File: src/rtl/cmp_tmr_pkg.sv
package cmp_tmr_pkg;
    localparam logic [7:0] OFS_CTRL = 8'h00;
    localparam logic [7:0] OFS_DIV  = 8'h04;
    localparam logic [7:0] OFS_STAT = 8'h08;
    localparam logic [7:0] OFS_IEN  = 8'h0C;
    localparam logic [7:0] OFS_CMP  = 8'h10;
    localparam logic [7:0] OFS_CNT  = 8'h24;

    localparam int BIT_RUN  = 0;
    localparam int BIT_WAIT = 3;
    localparam int BIT_SRC  = 6;
    localparam int BIT_FREE = 9;
    localparam int BIT_OSC  = 10;
    localparam int BIT_ODIV = 12;

    localparam logic [2:0] SRC_BUS = 3'd1;
    localparam logic [2:0] SRC_PER = 3'd2;
    localparam logic [2:0] SRC_OSC = 3'd5;

    typedef struct packed {
        logic       run;
        logic       wait_run;
        logic [2:0] src;
        logic       free;
        logic       osc_en;
    } ctrl_t;
endpackage

File: src/rtl/tmr_regfile.sv
module tmr_regfile
    import cmp_tmr_pkg::*;
#(
    parameter int CNT_W  = 32,
    parameter int PRE_W  = 12,
    parameter int OPRE_W = 4
) (
    input  logic              clk,
    input  logic              rst_n,
    input  logic              sel,
    input  logic              wr,
    input  logic [7:0]        addr,
    input  logic [31:0]       wdata,
    input  logic              flag,
    input  logic [CNT_W-1:0]  cnt,
    output logic [31:0]       rdata,
    output ctrl_t             ctrl,
    output logic [PRE_W-1:0]  main_div,
    output logic [OPRE_W-1:0] osc_div,
    output logic              ien,
    output logic [CNT_W-1:0]  cmp,
    output logic              clr_flag
);
    typedef struct packed {
        ctrl_t              ctrl;
        logic [PRE_W-1:0]   mdiv;
        logic [OPRE_W-1:0]  odiv;
        logic               ien;
        logic [CNT_W-1:0]   cmp;
    } regs_t;

    regs_t r_d, r_q;
    logic  wr_en;

    assign wr_en = sel & wr;

    always_comb begin
        r_d = r_q;
        if (wr_en) begin
            case (addr)
                OFS_CTRL: begin
                    r_d.ctrl.run      = wdata[BIT_RUN];
                    r_d.ctrl.wait_run = wdata[BIT_WAIT];
                    r_d.ctrl.src      = wdata[BIT_SRC +: 3];
                    r_d.ctrl.free     = wdata[BIT_FREE];
                    r_d.ctrl.osc_en   = wdata[BIT_OSC];
                end
                OFS_DIV: begin
                    r_d.mdiv = wdata[PRE_W-1:0];
                    r_d.odiv = wdata[BIT_ODIV +: OPRE_W];
                end
                OFS_IEN: r_d.ien = wdata[0];
                OFS_CMP: r_d.cmp = wdata[CNT_W-1:0];
                default: ;
            endcase
        end
    end

    always_ff @(posedge clk or negedge rst_n) begin
        if (!rst_n) r_q <= '0;
        else        r_q <= r_d;
    end

    always_comb begin
        rdata = '0;
        case (addr)
            OFS_CTRL: begin
                rdata[BIT_RUN]      = r_q.ctrl.run;
                rdata[BIT_WAIT]     = r_q.ctrl.wait_run;
                rdata[BIT_SRC +: 3] = r_q.ctrl.src;
                rdata[BIT_FREE]     = r_q.ctrl.free;
                rdata[BIT_OSC]      = r_q.ctrl.osc_en;
            end
            OFS_DIV: begin
                rdata[PRE_W-1:0]           = r_q.mdiv;
                rdata[BIT_ODIV +: OPRE_W]  = r_q.odiv;
            end
            OFS_STAT: rdata[0]         = flag;
            OFS_IEN:  rdata[0]         = r_q.ien;
            OFS_CMP:  rdata[CNT_W-1:0] = r_q.cmp;
            OFS_CNT:  rdata[CNT_W-1:0] = cnt;
            default: ;
        endcase
    end

    assign ctrl     = r_q.ctrl;
    assign main_div = r_q.mdiv;
    assign osc_div  = r_q.odiv;
    assign ien      = r_q.ien;
    assign cmp      = r_q.cmp;
    assign clr_flag = wr_en && (addr == OFS_STAT) && wdata[0];

    // a write to the compare offset lands in the compare register
    p_cmp_write_r2: assert property (@(posedge clk) disable iff (!rst_n)
        (wr_en && addr == OFS_CMP) |=> (cmp == $past(wdata[CNT_W-1:0])));
endmodule

File: src/rtl/tmr_tick_gen.sv
module tmr_tick_gen
    import cmp_tmr_pkg::*;
#(
    parameter int PRE_W  = 12,
    parameter int OPRE_W = 4
) (
    input  logic              clk,
    input  logic              rst_n,
    input  ctrl_t             ctrl,
    input  logic [PRE_W-1:0]  main_div,
    input  logic [OPRE_W-1:0] osc_div,
    input  logic              tick_bus,
    input  logic              tick_per,
    input  logic              tick_osc,
    input  logic              sleep_i,
    output logic              cnt_tick
);
    typedef struct packed {
        logic [OPRE_W-1:0] ocnt;
        logic [PRE_W-1:0]  pcnt;
    } div_t;

    div_t s_d, s_q;
    logic run_ok, osc_evt, osc_out, src_raw, src_tick, pre_out;

    always_comb begin
        s_d      = s_q;
        run_ok   = ctrl.run & (~sleep_i | ctrl.wait_run);
        osc_evt  = tick_osc & ctrl.osc_en & run_ok;
        osc_out  = osc_evt & (s_q.ocnt >= osc_div);
        case (ctrl.src)
            SRC_BUS: src_raw = tick_bus;
            SRC_PER: src_raw = tick_per;
            SRC_OSC: src_raw = osc_out;
            default: src_raw = 1'b0;
        endcase
        src_tick = src_raw & run_ok;
        pre_out  = src_tick & (s_q.pcnt >= main_div);

        if (osc_evt)
            s_d.ocnt = osc_out ? '0 : s_q.ocnt + 1'b1;
        if (src_tick)
            s_d.pcnt = pre_out ? '0 : s_q.pcnt + 1'b1;
        if (!ctrl.run)
            s_d = '0;
    end

    always_ff @(posedge clk or negedge rst_n) begin
        if (!rst_n) s_q <= '0;
        else        s_q <= s_d;
    end

    assign cnt_tick = pre_out;

    // oscillator source with its path disabled never yields a count
    p_osc_gate_r5: assert property (@(posedge clk) disable iff (!rst_n)
        (ctrl.src == SRC_OSC && !ctrl.osc_en) |-> !cnt_tick);
    // stalled in wait state, no count tick leaves the divider
    p_wait_stall_r11: assert property (@(posedge clk) disable iff (!rst_n)
        (sleep_i && !ctrl.wait_run) |-> !cnt_tick);
endmodule

File: src/rtl/tmr_counter.sv
module tmr_counter #(
    parameter int CNT_W = 32
) (
    input  logic             clk,
    input  logic             rst_n,
    input  logic             run,
    input  logic             tick,
    input  logic             free,
    input  logic [CNT_W-1:0] cmp,
    input  logic             clr_flag,
    output logic [CNT_W-1:0] cnt,
    output logic             flag
);
    typedef struct packed {
        logic [CNT_W-1:0] cnt;
        logic             flag;
    } cst_t;

    cst_t c_d, c_q;
    logic [CNT_W-1:0] nxt_val;

    always_comb begin
        c_d     = c_q;
        nxt_val = (!free && c_q.cnt == cmp) ? '0 : c_q.cnt + 1'b1;
        if (clr_flag)
            c_d.flag = 1'b0;
        if (!run) begin
            c_d.cnt = '0;
        end else if (tick) begin
            c_d.cnt = nxt_val;
            if (nxt_val == cmp)
                c_d.flag = 1'b1;
        end
    end

    always_ff @(posedge clk or negedge rst_n) begin
        if (!rst_n) c_q <= '0;
        else        c_q <= c_d;
    end

    assign cnt  = c_q.cnt;
    assign flag = c_q.flag;

    p_hold_no_tick_r3: assert property (@(posedge clk) disable iff (!rst_n)
        (run && !tick) |=> $stable(c_q.cnt));
    p_free_step_r6: assert property (@(posedge clk) disable iff (!rst_n)
        (run && tick && free) |=> (c_q.cnt == $past(c_q.cnt) + 1'b1));
    p_restart_zero_r7: assert property (@(posedge clk) disable iff (!rst_n)
        (run && tick && !free && c_q.cnt == cmp) |=> (c_q.cnt == '0));
    p_flag_sticky_r8: assert property (@(posedge clk) disable iff (!rst_n)
        (c_q.flag && !clr_flag) |=> c_q.flag);
    p_stop_clear_r10: assert property (@(posedge clk) disable iff (!rst_n)
        !run |=> (c_q.cnt == '0));
endmodule

File: src/rtl/cmp_timer.sv
module cmp_timer
    import cmp_tmr_pkg::*;
#(
    parameter int CNT_W  = 32,
    parameter int PRE_W  = 12,
    parameter int OPRE_W = 4
) (
    input  logic        clk,
    input  logic        rst_n,
    input  logic        bus_sel,
    input  logic        bus_wr,
    input  logic [7:0]  bus_addr,
    input  logic [31:0] bus_wdata,
    output logic [31:0] bus_rdata,
    input  logic        tick_bus,
    input  logic        tick_per,
    input  logic        tick_osc,
    input  logic        sleep_i,
    output logic        irq
);
    ctrl_t             ctrl;
    logic [PRE_W-1:0]  main_div;
    logic [OPRE_W-1:0] osc_div;
    logic              ien, clr_flag, flag, cnt_tick;
    logic [CNT_W-1:0]  cmp, cnt;

    tmr_regfile #(.CNT_W(CNT_W), .PRE_W(PRE_W), .OPRE_W(OPRE_W)) u_regs (
        .clk(clk), .rst_n(rst_n), .sel(bus_sel), .wr(bus_wr), .addr(bus_addr),
        .wdata(bus_wdata), .flag(flag), .cnt(cnt), .rdata(bus_rdata),
        .ctrl(ctrl), .main_div(main_div), .osc_div(osc_div), .ien(ien),
        .cmp(cmp), .clr_flag(clr_flag)
    );

    tmr_tick_gen #(.PRE_W(PRE_W), .OPRE_W(OPRE_W)) u_tick (
        .clk(clk), .rst_n(rst_n), .ctrl(ctrl), .main_div(main_div),
        .osc_div(osc_div), .tick_bus(tick_bus), .tick_per(tick_per),
        .tick_osc(tick_osc), .sleep_i(sleep_i), .cnt_tick(cnt_tick)
    );

    tmr_counter #(.CNT_W(CNT_W)) u_cnt (
        .clk(clk), .rst_n(rst_n), .run(ctrl.run), .tick(cnt_tick),
        .free(ctrl.free), .cmp(cmp), .clr_flag(clr_flag), .cnt(cnt),
        .flag(flag)
    );

    assign irq = flag & ien;

    // the interrupt stays up until its flag is cleared or it is disabled
    p_irq_hold_r9: assert property (@(posedge clk) disable iff (!rst_n)
        (irq && !(bus_sel && bus_wr && (bus_addr == OFS_STAT || bus_addr == OFS_IEN)))
        |=> irq);
endmodule

File: config.mk
export PLATFORM = sky130hd
export DESIGN_NAME = cmp_timer
export DESIGN_NICKNAME = d
export VERILOG_FILES = /design/src/rtl/cmp_tmr_pkg.sv /design/src/rtl/tmr_regfile.sv /design/src/rtl/tmr_tick_gen.sv /design/src/rtl/tmr_counter.sv /design/src/rtl/cmp_timer.sv
export SDC_FILE = /design/constraint.sdc
export NUM_CORES = 1
export LEC_CHECK = 0
export ABC_AREA = 1
export CAP_MARGIN = 15
export CORE_UTILIZATION = 40
export CTS_CLUSTER_SIZE = 14
export DETAILED_ROUTE_END_ITERATION = 6
export HOLD_SLACK_MARGIN = 0.06
export SYNTH_ARGS = -nofsm -noshare
export SYNTH_HDL_FRONTEND = slang
export SYNTH_SLANG_ARGS = --single-unit
export TNS_END_PERCENT = 50
File: constraint.sdc
create_clock -name clk -period 2.1 [get_ports clk]
set_input_delay 0.21 -clock clk [delete_from_list [all_inputs] [get_ports clk]]
set_output_delay 0.21 -clock clk [all_outputs]
set_load 0.05 [all_outputs]
# ---- Yosys cells after proc, flatten, opt, wreduce, memory -nomap -nowiden
# Index checks and enable logic that the tools add are counted.
dict set report op_classes {
  reduce_logical 9
  n_eq_ne 13
  order_cmp 2
  add_sub_neg 3
  n_bitwise 10
  muxes 19
}
# cell n
set ops {}
lappend ops {{32-bit equality test} 2}
lappend ops {{32-bit two-way mux} 2}
lappend ops {{33-bit two-way mux} 1}
lappend ops {{32-bit by 1-bit adder with 32-bit output, second input constant} 1}
lappend ops {{16-bit one-hot mux with 2 select lines} 1}
lappend ops {{12-bit two-way mux} 2}
lappend ops {{5-bit one-hot mux with 4 select lines} 1}
lappend ops {{8-bit by 4-bit equality test with 1-bit output, second input constant} 2}
lappend ops {{16-bit two-way mux} 1}
lappend ops {{5-bit one-hot mux with 3 select lines} 1}
lappend ops {{12-bit by 1-bit adder with 12-bit output, second input constant} 1}
lappend ops {{12-bit greater-or-equal comparator} 1}
lappend ops {{2-bit one-hot mux with 3 select lines} 2}
lappend ops {{1-bit bitwise AND} 8}
lappend ops {{8-bit by 3-bit equality test with 1-bit output, second input constant} 1}
lappend ops {{8-bit by 5-bit equality test with 1-bit output, second input constant} 1}
lappend ops {{8-bit by 6-bit equality test with 1-bit output, second input constant} 1}
lappend ops {{8-bit zero test} 1}
lappend ops {{4-bit two-way mux} 2}
lappend ops {{2-bit AND reduction} 4}
lappend ops {{1-bit one-hot mux with 6 select lines} 1}
lappend ops {{4-bit by 1-bit adder with 4-bit output, second input constant} 1}
lappend ops {{4-bit greater-or-equal comparator} 1}
lappend ops {{2-bit by 1-bit != test with 1-bit output, second input constant} 2}
lappend ops {{11 further kinds} 15}
dict set report word_totals {
  register_bits 105
  wordCells 69
  in_bits 48
}

# ---- Longest topological paths before layout
# Gate-level depths: netlist (run 1).
dict set report logic_depth {
  word_depth 11
  depth_mapped 20
  depth_no_buf 19
}

# ---- By module
# Synthesis (run 1) repeated with hierarchy kept, for this count alone.
dict set report hier_totals {
  hier_cells 1171
  hier_area_um2 7699.9
}
# module n_inst seq_area_each_um2 area_each_um2 cells_per_inst
set by_module_without_submodules {}
lappend by_module_without_submodules {tmr_counter 1 825.8 3199.3 550}
lappend by_module_without_submodules {tmr_regfile 1 1401.3 2987.9 403}
lappend by_module_without_submodules {tmr_tick_gen 1 400.4 1505.2 216}
lappend by_module_without_submodules {cmp_timer 1 0.0 7.5 2}

# ---- Worst setup path after synthesis (run 1)
# No wires, ideal clock.
dict set report synth_path {
  path_kind {input to output}
  from {in bus_addr[1]}
  to {out bus_rdata[8]}
  required_time_ns 1.890
  stages 7
  arrival_time_ns 2.185
  setup_slack_ns -0.295
  n_path_buf 2
  cell_sequence {nor2_1 > inv_1 > nor3_1 > nand2_1 > clkbuf_1 > buf_1 > o21ai_0}
}
dict set report synth_via {
  elab_chain_cells 2
  word_cells_on_any_way 5
}
# item line_no
set synth_lines {}
lappend synth_lines {{start, declared} cmp_timer.sv:12} ;# input logic [7:0] bus_addr,
lappend synth_lines {{8-bit by 6-bit equality test with 1-bit output (tied with other cells)} tmr_regfile.sv:66} ;# case (addr)
lappend synth_lines {{5-bit one-hot mux with 4 select lines (*)} tmr_regfile.sv:66}
lappend synth_lines {{end, declared} cmp_timer.sv:14} ;# output logic [31:0] bus_rdata,
# Every way passes the cells marked *; elsewhere a longest branch is shown, timed or not.

==> results of run 1 <==
final timing paths:
kind,end,slack [ns],depth (start not counted)
hold / removal,u_cnt.cnt[19],0.33,2
min in group clk,u_regs.ien,0.36,5
setup / recovery,u_cnt.flag,-0.22,18
hold reg to reg,u_regs.ctrl[5],0.49,2
max in group asynchronous,u_regs.ctrl[6],1.06,3
setup reg to reg,u_cnt.flag,-0.22,18
critical path, delay by kind of cell, from the launching register on:
kind	cells	cell delay, ns
DFF	1	0.40
and+or+nand+nor	15	1.57
buffers and inverters	3	0.32
area by class of cell:
cell class              instances  share of cell area, %
clock buffers                  11                   2.09
clock inverters                 5                  0.377
inverters                     158                   5.28
multi-input cells             732                   39.0
flip-flops and latches        105                   22.7
well taps                     225                   2.43
repair buffers                319                   28.2
registers in the layout, indices dropped and copies added, names as in the netlist:
signal,count
u_tick.s_q,16
u_regs.main_div,12
u_cnt.flag,1
u_regs.cmp,32
u_regs.ien,1
u_regs.ctrl,7
u_regs.osc_div,4
u_cnt.cnt,32
stage by stage:
stage / hold slack, ns / cells / TNS, ns / worst slack (ns) / total power (µW)
after detailed placement: 0.174 / 1494 / -11.04 / -0.368 / 2480
final: 0.329 / 1555 / -5.04 / -0.221 / 4260
after global routing: 0.379 / 1555 / -11.04 / -0.376 / 4380
after global placement: 0.176 / 1494 / -10.29 / -0.354 / 2480
after floorplan: -0.0856 / 1027 / -0.734 / -0.172 / 2240
after CTS: 0.333 / 1535 / -1.30 / -0.188 / 4260
what timing repair did:
| action | in CTS | in global routing |
|---|---|---|
| setup endpoints to repair | 76 | 77 |
| gates cloned | 4 | 5 |
| hold buffers | 1 | 0 |
| pin swaps | 25 | 29 |
| buffers inserted | 21 | 17 |
| hold endpoints to repair | 27 | 0 |
| gates resized for setup | 127 | 94 |
metal layers:
layer  part of all wire (%)  track usage (%)  up-vias
li1                       -                -     3918
met1                     43             35.5     3815
met2                     48             47.4      269
met3                    4.9             4.32       78
met4                    4.2             12.1        0
met5                      0                0        -
Yosys cell counts:
cell type / count / area, µm²
sky130_fd_sc_hd__nand2_1: 318 / 1190
sky130_fd_sc_hd__inv_1: 148 / 556
sky130_fd_sc_hd__dfrtp_1: 105 / 2630
sky130_fd_sc_hd__nor2_1: 72 / 270
sky130_fd_sc_hd__nand3_1: 65 / 325
sky130_fd_sc_hd__o21ai_0: 60 / 300
sky130_fd_sc_hd__o22ai_1: 52 / 325
sky130_fd_sc_hd__a21oi_1: 33 / 165
sky130_fd_sc_hd__xor2_1: 28 / 245
sky130_fd_sc_hd__nor3_1: 24 / 120
sky130_fd_sc_hd__ha_1: 19 / 238
sky130_fd_sc_hd__clkbuf_1: 18 / 67.6
sky130_fd_sc_hd__nand4_1: 14 / 87.6
sky130_fd_sc_hd__o221ai_1: 10 / 87.6
sky130_fd_sc_hd__inv_2: 9 / 33.8
sky130_fd_sc_hd__nor2_2: 8 / 50.1
sky130_fd_sc_hd__xnor2_1: 8 / 70.1
sky130_fd_sc_hd__buf_2: 6 / 30.0
sky130_fd_sc_hd__buf_6: 5 / 56.3
sky130_fd_sc_hd__a221oi_1: 4 / 35.0
sky130_fd_sc_hd__nor4_1: 3 / 18.8
sky130_fd_sc_hd__buf_1: 2 / 7.51
sky130_fd_sc_hd__clkbuf_2: 2 / 10.0
sky130_fd_sc_hd__nor3_2: 2 / 20.0
sky130_fd_sc_hd__o2111ai_1: 2 / 17.5
sky130_fd_sc_hd__a22oi_1: 1 / 7.51
sky130_fd_sc_hd__a31oi_1: 1 / 6.26
sky130_fd_sc_hd__clkinv_1: 1 / 3.75
sky130_fd_sc_hd__nand2_2: 1 / 6.26
sky130_fd_sc_hd__nand3_2: 1 / 10.0
sky130_fd_sc_hd__nand3_4: 1 / 17.5
sky130_fd_sc_hd__nor3_4: 1 / 16.3
sky130_fd_sc_hd__o21ai_1: 1 / 5.00
sky130_fd_sc_hd__o21bai_1: 1 / 7.51
sky130_fd_sc_hd__or2_1: 1 / 6.26
power breakdown:
group	internal (µW)	switching, µW	total [µW]
sequential	2050	25.9	2070
clock	858	890	1750
combinational	209	227	436
cells by family (layout without fill, tap and decap cells):
family          count (synthesis)  after routing  share of synthesized area (%)
buf+inv                       191            493                           10.9
fa+ha+maj                      19             19                           3.37
flops                         105            105                           37.3
xor+xnor                       36             36                           4.48
simple gates                  511            512                           30.4
compound gates                165            165                           13.6
==> flow_summary_export.csv, run 1 <==
group,metric,value,unit
critical_path,crit_type,"reg -> reg",
drt,vias,8080,
yosys,synthesis.nets,1094,
outcome,violations,"setup timing",
clock_tree,tritoncts,"yes",
yosys,synth.cell_area,7040,µm²
critical_path,critical_path.startpoint_type,"register",
clock_tree,cts.sink_count,105,
place,gpl.final_weighted_congestion,0.928,
floorplanning,initial_utilization,40.9,%
sta,final.setup_skew,0.0157,ns
critical_path,cp.arrival,2.64,ns
critical_path,timing.critical_path.fanout_max,3,
global_routing,grt_use_total,28.0,%
power_and_ir_drop,powerDensity,367,nW/µm²
floorplanning,die_area,18100,µm²
yosys,post_synth_inst_count,1027,
final_layout,n_antenna_cell,0,
final_layout,drive_above_1_share,33.6,%
sta,finalHoldViolations,0,
drt,route.detailed.drc,0,
final_layout,leading_cell_types_in_the_layout_fill_and_taps_excluded,"sky130_fd_sc_hd__nand2_1 (295), sky130_fd_sc_hd__buf_4 (207), sky130_fd_sc_hd__inv_1 (135), sky130_fd_sc_hd__dfrtp_1 (103), sky130_fd_sc_hd__nand3_1 (61)",
global_routing,first_global_vias,7821,
floorplanning,io-pin-count,81,
floorplanning,design.core.area,17200,µm²
critical_path,endpoint_class_of_the_critical_path,"register",
floorplanning,die_width,135,µm
sta,finalSetupViolations,42,
global_routing,wire_length_of_the_first_global_routing_pass,39400,µm
global_routing,grt_max_degree,60,
drt,wl_per_cell,16.6,µm
critical_path,slowest_stage,"sky130_fd_sc_hd__dfrtp_1",
final_layout,multi_input_comb_area,4520,µm²
clock_tree,cts.root.buffer_cell,"sky130_fd_sc_hd__clkbuf_16",
yosys,synth.ff_latch_count,105,
final_layout,layout_commonest_cell,"sky130_fd_sc_hd__nand2_1",
power_and_ir_drop,leakagePower,0.00542,µW
power_and_ir_drop,vdd_drop_max,373,µV
clock_tree,cts_buffers,9,
drt,drt.antenna.violating_nets,0,
sta,slew-limit-headroom,46.3,%
clock_tree,clock_tree.htree_level_count,3,
final_layout,finalNetCount,1392,
floorplanning,num_rows,48,
drt,drt-vias-per-instance,5.20,
final_layout,fill_cells,1426,
final_layout,fin_util,67.3,%
run,cap_viol_max_count,0,
critical_path,r2r_start,"u_cnt.cnt[1]",
final_layout,final_cell_area,11600,µm²
sta,grt_setup_unrepaired,"true",
global_routing,antenna_found_initial,0,
sta,min_period_over_period,111,%
yosys,seq_area_frac_synth,37.3,%
final_layout,seqCellArea,2630,µm²
clock_tree,clkTransAtPathRegs,0.08,ns
yosys,number_of_distinct_library_cell_variants_in_the_gate_level_netlist_after_synthesis,35,
critical_path,cp_startpoint,"u_cnt.cnt[1]",
critical_path,critical_path.max_stage_delay,0.40,ns
global_routing,grt_overflow,0,
sta,timing_max_transition_violations_final,0,
yosys,yosysWarnings,0,
sta,post-route-worst-setup-slack,-0.221,ns
sta,clock.fmax,431,MHz
place,port-buffer-count,80,
worst_hold_path,timing.hold.worst.class,"in -> async",
place,hpwlAfterDp,17700,µm
place,post_dp_cell_area,9830,µm²
drt,wl,25800,µm
drt,detail_route.first_pass.iterations,7,
outcome,run_status,"finished, violations left",
floorplanning,die_h,135,µm
final_layout,syn2layout_area_growth,64.8,%
sta,final_period_minus_worst_setup_slack,2.32,ns
clock_tree,cts_buffer_depth,2,
critical_path,critical_path.cell_chain,"buf_6 > nand3_4 > buf_6 > nor3_4 > nand2_2 > nor2_4 > nand3_1 > nand2_1 > nand2_1 > nand2_1 > nand2_2 > inv_1 > nand2_2 > nor2_4 > nand2_2 > nor2_4 > nand3_1 > nand2_1",
sta,worst_slew_pin_slew,0.799,ns
clock_tree,clock_insertion_delay_worst_skew,0.37,ns
critical_path,cp.required,2.42,ns
drt,drt_iter0_markers,400,
yosys,syn_avg_cell_area,6.86,µm²
No activity file was read; power rests on OpenSTA's default activity.
==> run 2: changes to the inputs <==
--- a/config.mk
+++ b/config.mk
@@ -5,7 +5,6 @@
 export SDC_FILE = /design/constraint.sdc
 export NUM_CORES = 1
 export LEC_CHECK = 0
-export ABC_AREA = 1
 export CAP_MARGIN = 15
 export CORE_UTILIZATION = 40
 export CTS_CLUSTER_SIZE = 14
==> run 2 against run 1 <==
  * The flow still finishes with violations (setup timing)
  * Clock skew fell by 0.0091 ns
  * First-iteration DRC count rose by 18%
  * Non-clock buffer count rose by 47
  * Final area rose by 1.6%
  * Routed wire length rose by 10%
  * Synthesized cell count fell by 26%
  * Critical path depth fell by 5
  * Register-to-register slack got worse by 0.48 ns
  * Sequential share of layout area fell by 0.39 points
  * Final cell count fell by 15%
  * Critical path type unchanged
  * Critical endpoint unchanged
  * Largest power group unchanged
==> flow_summary_export.csv, run 2 <==
group,metric,value,unit
outcome,run_status,"finished, violations left",
outcome,violations,"setup timing",
drt,drt_iter0_markers,472,
place,placed_instance_count,1265,
global_routing,wire_length_of_the_first_global_routing_pass,43400,µm
sta,finalHoldViolations,0,
yosys,syn_avg_cell_area,9.29,µm²
place,preCtsSetupSlack,-0.815,ns
floorplanning,design.core.area,17300,µm²
place,hpwlAfterDp,20900,µm
sta,timing_max_transition_violations_final,0,
sta,min_period_over_period,133,%
critical_path,timing.critical_path.max_delay_family,"simple AND/OR/NAND/NOR gates",
critical_path,slowest_stage,"sky130_fd_sc_hd__dfrtp_1",
critical_path,critical_path_buf_inv_count,3,
worst_hold_path,timing.hold.worst.class,"in -> async",
place,gpl.final_weighted_congestion,0.948,
critical_path,timing.critical_path.fanout_max,5,
power_and_ir_drop,power_frac_seq,43.8,%
sta,finalSetupViolations,47,
sta,worst_slew_pin_slew,0.618,ns
drt,detail_route.first_pass.iterations,7,
sta,clock.fmax,357,MHz
critical_path,critical_path.max_stage_delay,0.43,ns
final_layout,drive_above_1_share,47.2,%
drt,wl_per_cell,21.6,µm
final_layout,seqCellArea,2630,µm²
floorplanning,die_h,135,µm
sta,grt_setup_unrepaired,"true",
yosys,ranking_of_synthesized_cells_by_area,"sky130_fd_sc_hd__dfrtp_1 (37%), sky130_fd_sc_hd__mux2_2 (8.9%), sky130_fd_sc_hd__xor2_1 (5.6%)",
power_and_ir_drop,share_comb_of_total_power,19.5,%
power_and_ir_drop,vdd_drop_max,414,µV
sta,final.setup_skew,0.00657,ns
yosys,synthesis.nets,831,
critical_path,endpoint_class_of_the_critical_path,"register",
final_layout,fill_cells,1378,
floorplanning,io-pin-count,81,
power_and_ir_drop,leakagePower,0.00559,µW
clock_tree,tritoncts,"yes",
yosys,dominantRegCellSynth,"sky130_fd_sc_hd__dfrtp_1",
clock_tree,cts_buffers,9,
yosys,number_of_distinct_library_cell_variants_in_the_gate_level_netlist_after_synthesis,66,
final_layout,instances_no_fill,1317,
yosys,synth.cells.most_frequent,"sky130_fd_sc_hd__dfrtp_1 (105), sky130_fd_sc_hd__nand2_1 (63), sky130_fd_sc_hd__o21ai_0 (59)",
final_layout,syn2layout_area_growth,66.2,%
global_routing,first_global_vias,7570,
final_layout,finalNetCount,1154,
critical_path,critical_path.cell_chain,"ha_2 > nand2_2 > buf_4 > nor3_4 > buf_6 > nand4_1 > xor2_1 > buf_4 > a22oi_1 > nand2_1 > a2111oi_4 > nand4_1 > o31ai_2",
critical_path,cp.required,2.37,ns
yosys,synth.ff_latch_count,105,
drt,wl,28400,µm
critical_path,critical_path.startpoint_type,"register",
yosys,yosys.area.top_type_share,37.0,%
run,cap_viol_max_count,0,
yosys,synth.cell_area,7100,µm²
global_routing,antenna_found_initial,0,
final_layout,layout_commonest_cell,"sky130_fd_sc_hd__buf_4",
final_layout,leading_cell_types_in_the_layout_fill_and_taps_excluded,"sky130_fd_sc_hd__buf_4 (240), sky130_fd_sc_hd__dfrtp_1 (105), sky130_fd_sc_hd__nand2_1 (59), sky130_fd_sc_hd__mux2_2 (56), sky130_fd_sc_hd__buf_12 (44)",
drt,route.detailed.drc,0,
place,port-buffer-count,80,
yosys,async_flop_share,100,%
global_routing,grt_overflow,0,
final_layout,multi_input_comb_area,4880,µm²
final_layout,n_antenna_cell,0,
clock_tree,cts.root.buffer_cell,"sky130_fd_sc_hd__clkbuf_16",
power_and_ir_drop,switching_share,29.3,%
yosys,synth.largest_area_cell,"sky130_fd_sc_hd__dfrtp_1",
drt,drt-vias-per-instance,5.67,
sta,final_period_minus_worst_setup_slack,2.80,ns
floorplanning,initial_utilization,41.1,%
critical_path,crit_type,"reg -> reg",
yosys,synth_most_common_cell,"sky130_fd_sc_hd__dfrtp_1",
clock_tree,clock_tree.htree_level_count,3,
sta,post-route-worst-setup-slack,-0.700,ns
power_and_ir_drop,powerDensity,401,nW/µm²
yosys,seq_area_frac_synth,37.0,%
power_and_ir_drop,intPower,3350,µW
yosys,post_synth_inst_count,764,
yosys,yosysWarnings,0,
floorplanning,die_area,18300,µm²
global_routing,grt_use_total,31.8,%
floorplanning,die_width,135,µm
clock_tree,cts_buffer_depth,2,
power_and_ir_drop,pwr-share-clk,36.8,%
clock_tree,cts.sink_count,105,
clock_tree,clock_insertion_delay_worst_skew,0.36,ns
drt,drt.antenna.violating_nets,0,
drt,vias,7462,
yosys,number_of_flops_mapped_to_enable_cells_by_yosys,0,
global_routing,grt_max_degree,106,
sta,slew-limit-headroom,58.8,%
clock_tree,clkTransAtPathRegs,0.08,ns
floorplanning,num_rows,48,
power_and_ir_drop,net_sw_power,1390,µW
critical_path,cp.arrival,3.07,ns
sta,hold-worst-slack,0.449,ns
==> run 2: cell count changes after synthesis, sizes merged, moves of 18 or more <==
cell and delta:
inv -128, nand2 -256, nor2 -38, mux2i +18
xnor2 +22, mux2 +56, a22o +19, clkbuf +21
o22ai -47, nand3 -39
==> run 2: routing by layer <==
| metal | wire, µm | vias to the layer above | track usage [%] |
|---|---|---|---|
| met4 | 1120 | 0 | 13.9 |
| met2 | 13800 | 305 | 52.9 |
| met3 | 1530 | 59 | 3.78 |
| met1 | 12000 | 3679 | 41.5 |
| li1 | - | 3419 | - |
| met5 | 0 | - | 0 |
==> run 2: metrics by stage <==
step                utilization (%)  cell area [µm²]  setup TNS (ns)  total power (µW)
floorplan                         -             7290          -23.65              2410
global placement               59.7            10300          -41.53              2790
detailed placement             59.7            10300          -40.85              2800
CTS                            66.2            11500          -16.97              4720
global route                   68.2            11800          -23.46              4890
finish                         68.2            11800          -16.52              4730
==> run 2: cells by family after synthesis <==
logic type               share of synthesized area [%]
flip-flops                                        37.0
XOR/XNOR                                          9.25
AND/OR/NAND/NOR                                   17.0
adder cells (fa/ha/maj)                           3.35
AO/OA/AOI/OAI                                     17.2
buffers and inverters                             4.76
multiplexers                                      11.4
==> run 2: final cells by class <==
cell class	instances	share of cell area (%)
multi-input combinational	576	41.4
sequential	105	22.3
inverter	29	0.923
clock inverter	7	0.562
clock buffer	9	1.91
tap	225	2.39
timing repair buffer	366	30.6
==> run 2: timing repair <==
item,CTS,global route
cloned,5,2
pin swaps,33,35
endpoints found under the hold margin,105,0
hold buffers,1,0
resized for setup,140,67
setup buffers,22,14
setup endpoints to repair,77,69
==> run 2: worst min-delay path, delay by kind of cell <==
family | cells | cell delay, ns
buffers and inverters | 3 | 1.06
==> run 2: path summary, 6_finish.rpt <==
kind                               start                  to  slack (ns)  cells after the start
max                         u_cnt.cnt[1]          u_cnt.flag       -0.70                     13
max in group asynchronous          rst_n  u_regs.main_div[2]        1.17                      3
max reg2reg                 u_cnt.cnt[1]          u_cnt.flag       -0.70                     13
min in group clk           bus_wdata[25]      u_regs.cmp[25]        0.46                      2
min                                rst_n       u_cnt.cnt[17]        0.45                      3
min reg2reg                   u_regs.ien          u_regs.ien        0.54                      1
==> run 2: power groups by stage <==
| stage | Clock, µW | Combinational (µW) | Sequential [µW] |
|---|---|---|---|
| global route | 1840 | 980 | 2080 |
| finish | 1740 | 922 | 2070 |
| global placement | 0 | 679 | 2110 |
| CTS | 1770 | 879 | 2070 |
| floorplan | 0 | 289 | 2120 |
| detailed placement | 0 | 690 | 2110 |
